$ cat config.mk
export PLATFORM = sky130hd
export DESIGN_NAME = carry_barrel_shifter
export DESIGN_NICKNAME = d
export VERILOG_FILES = /design/src/rtl/bsc_pkg.sv /design/src/rtl/bsc_stage.sv /design/src/rtl/bsc_flags.sv /design/src/rtl/carry_barrel_shifter.sv
export SDC_FILE = /design/constraint.sdc
export NUM_CORES = 1
export LEC_CHECK = 0
export CORE_MARGIN = 1.5
export CORE_UTILIZATION = 54
export DETAILED_ROUTE_END_ITERATION = 10
export PLACE_DENSITY = 0.79
export SLEW_MARGIN = 10
export SYNTH_ARGS = -nofsm -noshare
export SYNTH_HDL_FRONTEND = slang
export SYNTH_SLANG_ARGS = --single-unit
$ cat constraint.sdc
create_clock -name clk -period 6.85 [get_ports clk]
set_input_delay 1.37 -clock clk [delete_from_list [all_inputs] [get_ports clk]]
set_output_delay 1.37 -clock clk [all_outputs]
set_load 0.005 [all_outputs]
$ cat src/rtl/bsc_pkg.sv
// Package: shared encodings for the carry-aware barrel shifter.
// Assumes nothing beyond IEEE 1800-2017; the mode codes are visible at the
// top-level port and must not be reordered.
package bsc_pkg;

    // Shift kind as presented on mode_i
    typedef enum logic [2:0] {
        SM_LSL = 3'b000,   // logical left, zero fill
        SM_LSR = 3'b001,   // logical right, zero fill
        SM_ASL = 3'b010,   // arithmetic left, zero fill, overflow tracked
        SM_ASR = 3'b011,   // arithmetic right, sign fill
        SM_ROL = 3'b100,   // rotate left
        SM_ROR = 3'b101,   // rotate right
        SM_RCL = 3'b110,   // rotate left through carry
        SM_RCR = 3'b111    // rotate right through carry
    } shift_mode_e;

endpackage

$ cat src/rtl/bsc_stage.sv
// Module: bsc_stage
// One power-of-two step of the shifter chain. When en_i is set the word is
// moved by STEP places using the fill rule of the selected mode, and cy_o
// takes the last bit that left the word. Through-carry modes rotate the
// 17-bit value {carry, data}. Assumes 0 < STEP < W. Purely combinational.
module bsc_stage
    import bsc_pkg::*;
#(
    parameter int W    = 16,
    parameter int STEP = 1
) (
    input  logic [W-1:0]  d_i,
    input  logic          cy_i,
    input  logic          en_i,
    input  shift_mode_e   mode_i,
    output logic [W-1:0]  d_o,
    output logic          cy_o
);
    localparam int EW     = W + 1;
    localparam int LO_OUT = STEP - 1;
    localparam int HI_OUT = W - STEP;

    logic [EW-1:0] ext;
    logic [EW-1:0] rot;

    // Select the moved word and outgoing carry for the active mode
    always_comb begin
        ext  = {cy_i, d_i};
        rot  = ext;
        d_o  = d_i;
        cy_o = cy_i;
        if (en_i) begin
            case (mode_i)
                SM_LSL, SM_ASL: begin
                    d_o  = d_i << STEP;
                    cy_o = d_i[HI_OUT];
                end
                SM_LSR: begin
                    d_o  = d_i >> STEP;
                    cy_o = d_i[LO_OUT];
                end
                SM_ASR: begin
                    d_o  = $unsigned($signed(d_i) >>> STEP);
                    cy_o = d_i[LO_OUT];
                end
                SM_ROL: begin
                    d_o  = (d_i << STEP) | (d_i >> (W - STEP));
                    cy_o = d_i[HI_OUT];
                end
                SM_ROR: begin
                    d_o  = (d_i >> STEP) | (d_i << (W - STEP));
                    cy_o = d_i[LO_OUT];
                end
                SM_RCL: begin
                    rot  = (ext << STEP) | (ext >> (EW - STEP));
                    d_o  = rot[W-1:0];
                    cy_o = rot[W];
                end
                SM_RCR: begin
                    rot  = (ext >> STEP) | (ext << (EW - STEP));
                    d_o  = rot[W-1:0];
                    cy_o = rot[W];
                end
                default: begin
                    d_o  = d_i;
                    cy_o = cy_i;
                end
            endcase
        end
    end

endmodule

$ cat src/rtl/bsc_flags.sv
// Module: bsc_flags
// Derives zero, negative and overflow from the unshifted operand, the count
// and the shifted result. Overflow is worked out directly from the operand:
// an arithmetic left shift by s changes the sign at some step exactly when
// one of bits W-2 .. W-1-s differs from bit W-1. Combinational.
module bsc_flags
    import bsc_pkg::*;
#(
    parameter int W     = 16,
    parameter int AMT_W = 4
) (
    input  logic [W-1:0]     opnd_i,
    input  logic [AMT_W-1:0] amt_i,
    input  shift_mode_e      mode_i,
    input  logic [W-1:0]     res_i,
    output logic             zero_o,
    output logic             neg_o,
    output logic             ovf_o
);
    logic v_any;

    // Scan the bits that pass through the sign position
    always_comb begin
        v_any = 1'b0;
        for (int i = 1; i < W; i++) begin
            if (i <= int'(amt_i) && opnd_i[W-1-i] != opnd_i[W-1])
                v_any = 1'b1;
        end
    end

    // Gate overflow by mode and form result flags
    always_comb begin
        ovf_o  = (mode_i == SM_ASL) && v_any;
        zero_o = (res_i == '0);
        neg_o  = res_i[W-1];
    end

endmodule

$ cat src/rtl/carry_barrel_shifter.sv
// Module: carry_barrel_shifter
// Eight-mode shifter with carry. The count is the low log2(W) bits of a
// full-width amount operand. A chain of log2(W) stages with steps 1,2,4,..
// forms the result; outputs are registered, one edge of latency.
// Assumes W is a power of two and greater than 2. Synchronous active-low reset.
module carry_barrel_shifter
    import bsc_pkg::*;
#(
    parameter int W     = 16,
    parameter int AMT_W = $clog2(W),
    parameter int CNT_W = 16
) (
    input  logic             clk,
    input  logic             rst_n,
    input  logic [W-1:0]     opnd_i,
    input  logic [CNT_W-1:0] amount_i,
    input  logic [2:0]       mode_i,
    input  logic             carry_i,
    output logic [W-1:0]     result_o,
    output logic             carry_o,
    output logic             zero_o,
    output logic             neg_o,
    output logic             ovf_o
);
    localparam int NSTG = AMT_W;

    shift_mode_e      mode;
    logic [AMT_W-1:0] amt;
    logic [W-1:0]     d_chain [0:NSTG];
    logic             c_chain [0:NSTG];
    logic             z_nxt, n_nxt, v_nxt;

    // Decode mode and keep only the meaningful count bits
    always_comb begin
        mode       = shift_mode_e'(mode_i);
        amt        = amount_i[AMT_W-1:0];
        d_chain[0] = opnd_i;
        c_chain[0] = carry_i;
    end

    genvar k;
    generate
        for (k = 0; k < NSTG; k++) begin : g_stage
            bsc_stage #(
                .W    (W),
                .STEP (1 << k)
            ) u_stage (
                .d_i    (d_chain[k]),
                .cy_i   (c_chain[k]),
                .en_i   (amt[k]),
                .mode_i (mode),
                .d_o    (d_chain[k+1]),
                .cy_o   (c_chain[k+1])
            );
        end
    endgenerate

    bsc_flags #(
        .W     (W),
        .AMT_W (AMT_W)
    ) u_flags (
        .opnd_i (opnd_i),
        .amt_i  (amt),
        .mode_i (mode),
        .res_i  (d_chain[NSTG]),
        .zero_o (z_nxt),
        .neg_o  (n_nxt),
        .ovf_o  (v_nxt)
    );

    // Capture result and flags, cleared by reset
    always_ff @(posedge clk) begin
        if (!rst_n) begin
            result_o <= '0;
            carry_o  <= 1'b0;
            zero_o   <= 1'b0;
            neg_o    <= 1'b0;
            ovf_o    <= 1'b0;
        end else begin
            result_o <= d_chain[NSTG];
            carry_o  <= c_chain[NSTG];
            zero_o   <= z_nxt;
            neg_o    <= n_nxt;
            ovf_o    <= v_nxt;
        end
    end

    // reset clears every output
    assert_reset_clear_R1: assert property (@(posedge clk)
        !rst_n |=> (result_o == '0 && !carry_o && !zero_o && !neg_o && !ovf_o));

    // a zero count passes operand and carry through
    assert_zero_count_R3: assert property (@(posedge clk) disable iff (!rst_n)
        (amount_i[AMT_W-1:0] == '0) |=>
        (result_o == $past(opnd_i) && carry_o == $past(carry_i) && !ovf_o));

    // a plain rotate keeps the population count
    assert_rotate_popcount_R7: assert property (@(posedge clk) disable iff (!rst_n)
        (mode_i == SM_ROL || mode_i == SM_ROR) |=>
        ($countones(result_o) == $countones($past(opnd_i))));

    // a through-carry rotate keeps the population count of {carry, data}
    assert_carry_rotate_popcount_R8: assert property (@(posedge clk) disable iff (!rst_n)
        (mode_i == SM_RCL || mode_i == SM_RCR) |=>
        ($countones({carry_o, result_o}) == $countones({$past(carry_i), $past(opnd_i)})));

    // arithmetic right keeps the sign
    assert_asr_sign_R6: assert property (@(posedge clk) disable iff (!rst_n)
        (mode_i == SM_ASR) |=> (result_o[W-1] == $past(opnd_i[W-1])));

    // overflow only for arithmetic left
    assert_ovf_mode_R9: assert property (@(posedge clk) disable iff (!rst_n)
        (mode_i != SM_ASL) |=> !ovf_o);

    // a left logical shift by a nonzero count clears bit 0
    assert_lsl_fill_R4: assert property (@(posedge clk) disable iff (!rst_n)
        (mode_i == SM_LSL && amount_i[AMT_W-1:0] != '0) |=> !result_o[0]);

endmodule

==> summary.txt <==
Synthesis
  – Synthesized area: 0.003249 mm²
  – Syn_area_per_cell: 7.003 µm²
  – Adder-cell share of the synthesized area: 0%
  – Post-synthesis compound-gate area fraction: 41.36%
  – Synth Area in Simple Gates: 28.26%
  – Largest family of logic cells by synthesized area: compound AO/OA/AOI/OAI gates
  – Post-synth EDFFs: 0
  – Area leader, netlist: dfxtp_1
  – Share of the synthesized area in the top cell type: 11.71%
  – Mux cell area share after synthesis: 8.972%
  – Synth cell types: 71
  – Register area share after synthesis: 11.71%
  – XOR/XNOR Fraction of Synth Area: 0.2695%
  – Ranking of synthesized cells by area: dfxtp_1 (12%), nor2_1 (5.9%), mux2i_1 (5.9%)
  – Seq cells post-synth: 19
  – Asr flop ratio synth: 0%
  – Syn Nets: 502
  – Ys Warns: 0
  – Post-synth top flop: dfxtp_1
  – Syn Inst Count: 464

Global routing
  – Pin count of the biggest net entering global routing: 56
  – Vias in the first global route: 3535
  – First-pass GRT wire length: 19100 µm
  – Tot GR Track Use: 38.02%
  – GRT Residual Overflow: 0
  – Initial antenna violation count: 0

Floorplanning
  – Row cnt: 28
  – Die footprint: 0.006492 mm²
  – Die extent in y: 80.57 µm
  – Die width: 80.57 µm
  – Initial core utilization: 55.54%
  – I/O pin count: 58
  – CORE AREA: 0.005851 mm²

Min path
  – Hold Crit Depth: 4
  – Hold crit path type: input port to flip-flop

Setup path
  – Worst EP arrival: 4.85 ns
  – Critical setup path kind: input port to flip-flop
  – Crit-path max cell delay: 0.79 ns
  – Worst path depth: 11
  – Critical Path End Type: flip-flop
  – Worst Path Buf+Inv: 3
  – Critical Path RT: 7.04 ns
  – Startpoint Class: input port
  – CP max FO: 55
  – Cell family with the largest share of critical-path delay: buffers and inverters
  – CP Cell Sequence: buf_2 > buf_4 > inv_1 > and3_4 > a311oi_4 > nand2_2 > a31oi_2 > o221ai_1 > nor4_1 > nand4_1 > nor3_2
  – Crit path max-delay cell type: buf_2

Clock tree
  – CTS buffer count: 3
  – Clock transition at the registers of the reported paths: 0.07 ns
  – Post-CTS Resized: 0
  – Cts hold-fix bufs: 0
  – Clk buf depth: 2
  – H-Tree Depth: 1
  – CTS tree: yes
  – Root buf cell: clkbuf_8
  – Post-CTS Setup Repair Bufs: 0
  – CTS Sinks: 19

Route
  – Drt initial violations: 551
  – Routed Antenna Nets: 0
  – WL per Instance: 21.92 µm
  – Drt drc: 0
  – Via count: 3942
  – Final WL: 11900 µm
  – DR vias/cell: 7.260
  – Drt first pass iters: 6

Pwr
  – Total Power: 462.0 µW
  – P_leak: 1.202 nW
  – Pwr per Cell Area: 129.1 mW/mm²
  – Max VDD drop: 0.09921 mV

Timing
  – Sum Neg Setup Slack: 0 ns
  – # setup viols final: 0
  – Tcrit/Tclk final: 67.94%
  – RSZ-0062 raised after global routing: false
  – Final Max Tran Viols: 0
  – Final Hold Vio Count: 0
  – Relative slew slack: 28.74%
  – Hold Slack: 2.052 ns
  – Maximum clock frequency: 0.2149 GHz
  – Worst Tran Pin Value: 1.069 ns
  – Tmin final: 4.654 ns

Cells and area
  – Antenna diodes: 0
  – Net count, final: 507
  – FILL cells: 546
  – Layout area overhead: 10.13%
  – Share of cells above drive strength 1: 9.188%
  – Finished Cell Area: 0.003578 mm²

Placed design
  – I/O Buffers: 45
  – Routability cong.: 0.9545
  – HPWL after DPL: 8738 µm
  – DP Area: 0.003532 mm²

Status
  – Outcome: complete, no violations

Flow run
  – Maximum capacitance violations: 0
==> cell type report <==
class | instances | area (µm²) | share of cell area (%)
clock buffer | 3 | 41.29 | 1.154
multi-input combinational | 388 | 2562 | 71.61
clock inverter | 1 | 5.005 | 0.1399
sequential | 19 | 380.4 | 10.63
timing repair buffer | 49 | 465.4 | 13.01
inverter | 8 | 30.03 | 0.8392
tap | 75 | 93.84 | 2.622
==> cells in the mapped netlist, types with 9 or more instances <==
library cell  instances
nor3_1               20
and2_1               10
a311oi_1             14
o22ai_1              11
clkbuf_1             25
nor2_1               51
nand3_1              10
nand2b_1             18
a21oi_1              35
dfxtp_1              19
o21ai_0              24
mux2i_1              19
o211ai_1             10
a211oi_1             15
nand2_1              34
o21a_1                9
==> through the flow <==
| step | cells | util, % | worst slack [ns] |
|---|---|---|---|
| after global placement | 539 | 60.37 | 1.983 |
| final | 543 | 61.16 | 2.196 |
| after detailed placement | 539 | 60.37 | 1.997 |
| after CTS | 543 | 61.16 | 2.285 |
| after floorplan | 464 | - | 3.562 |
| after global routing | 543 | 61.16 | 1.956 |
==> cells by family after synthesis <==
kind of cell | count (synthesis)
AO/OA/AOI/OAI | 185
XOR/XNOR | 1
buffers and inverters | 57
flip-flops | 19
multiplexers | 25
AND/OR/NAND/NOR | 177
==> layout by cell type, fill, tap and decap left out, types with 10 or more instances in the layout <==
cell type,n
clkdlybuf4s50_1,42
nand2b_1,18
o21ai_0,24
o22ai_1,11
dfxtp_1,19
nor3_1,20
mux2i_1,19
nand3_1,10
a21oi_1,35
and2_1,10
nand2_1,34
a311oi_1,14
o211ai_1,10
a211oi_1,15
nor2_1,51
==> flip-flops by register name (all words and copies together), names as in the netlist <==
| signal | flops |
|---|---|
| zero_o | 1 |
| result_o | 16 |
| ovf_o | 1 |
| carry_o | 1 |
==> per-layer routing <==
layer  track usage (%)  share of wire, %
met1             52.30                42
met4             12.59               3.2
met2             60.08                45
met5                 0                 0
met3             5.682               9.2
==> power breakdown <==
part           total [mW]  switching (mW)  internal, mW  leakage (nW)
Combinational       0.261           0.161         0.101          1.02
Clock              0.0784          0.0379        0.0405        0.0255
Sequential          0.122         0.00241         0.120         0.157
==> path summary, 6_finish.rpt <==
check	startpoint	endpoint	slack, ns
worst min-delay path	amount_i[3]	result_o[14]$_SDFF_PN0_	2.05
worst max-delay path	mode_i[0]	zero_o$_SDFF_PN0_	2.20
(Power assumes the default switching activity.)
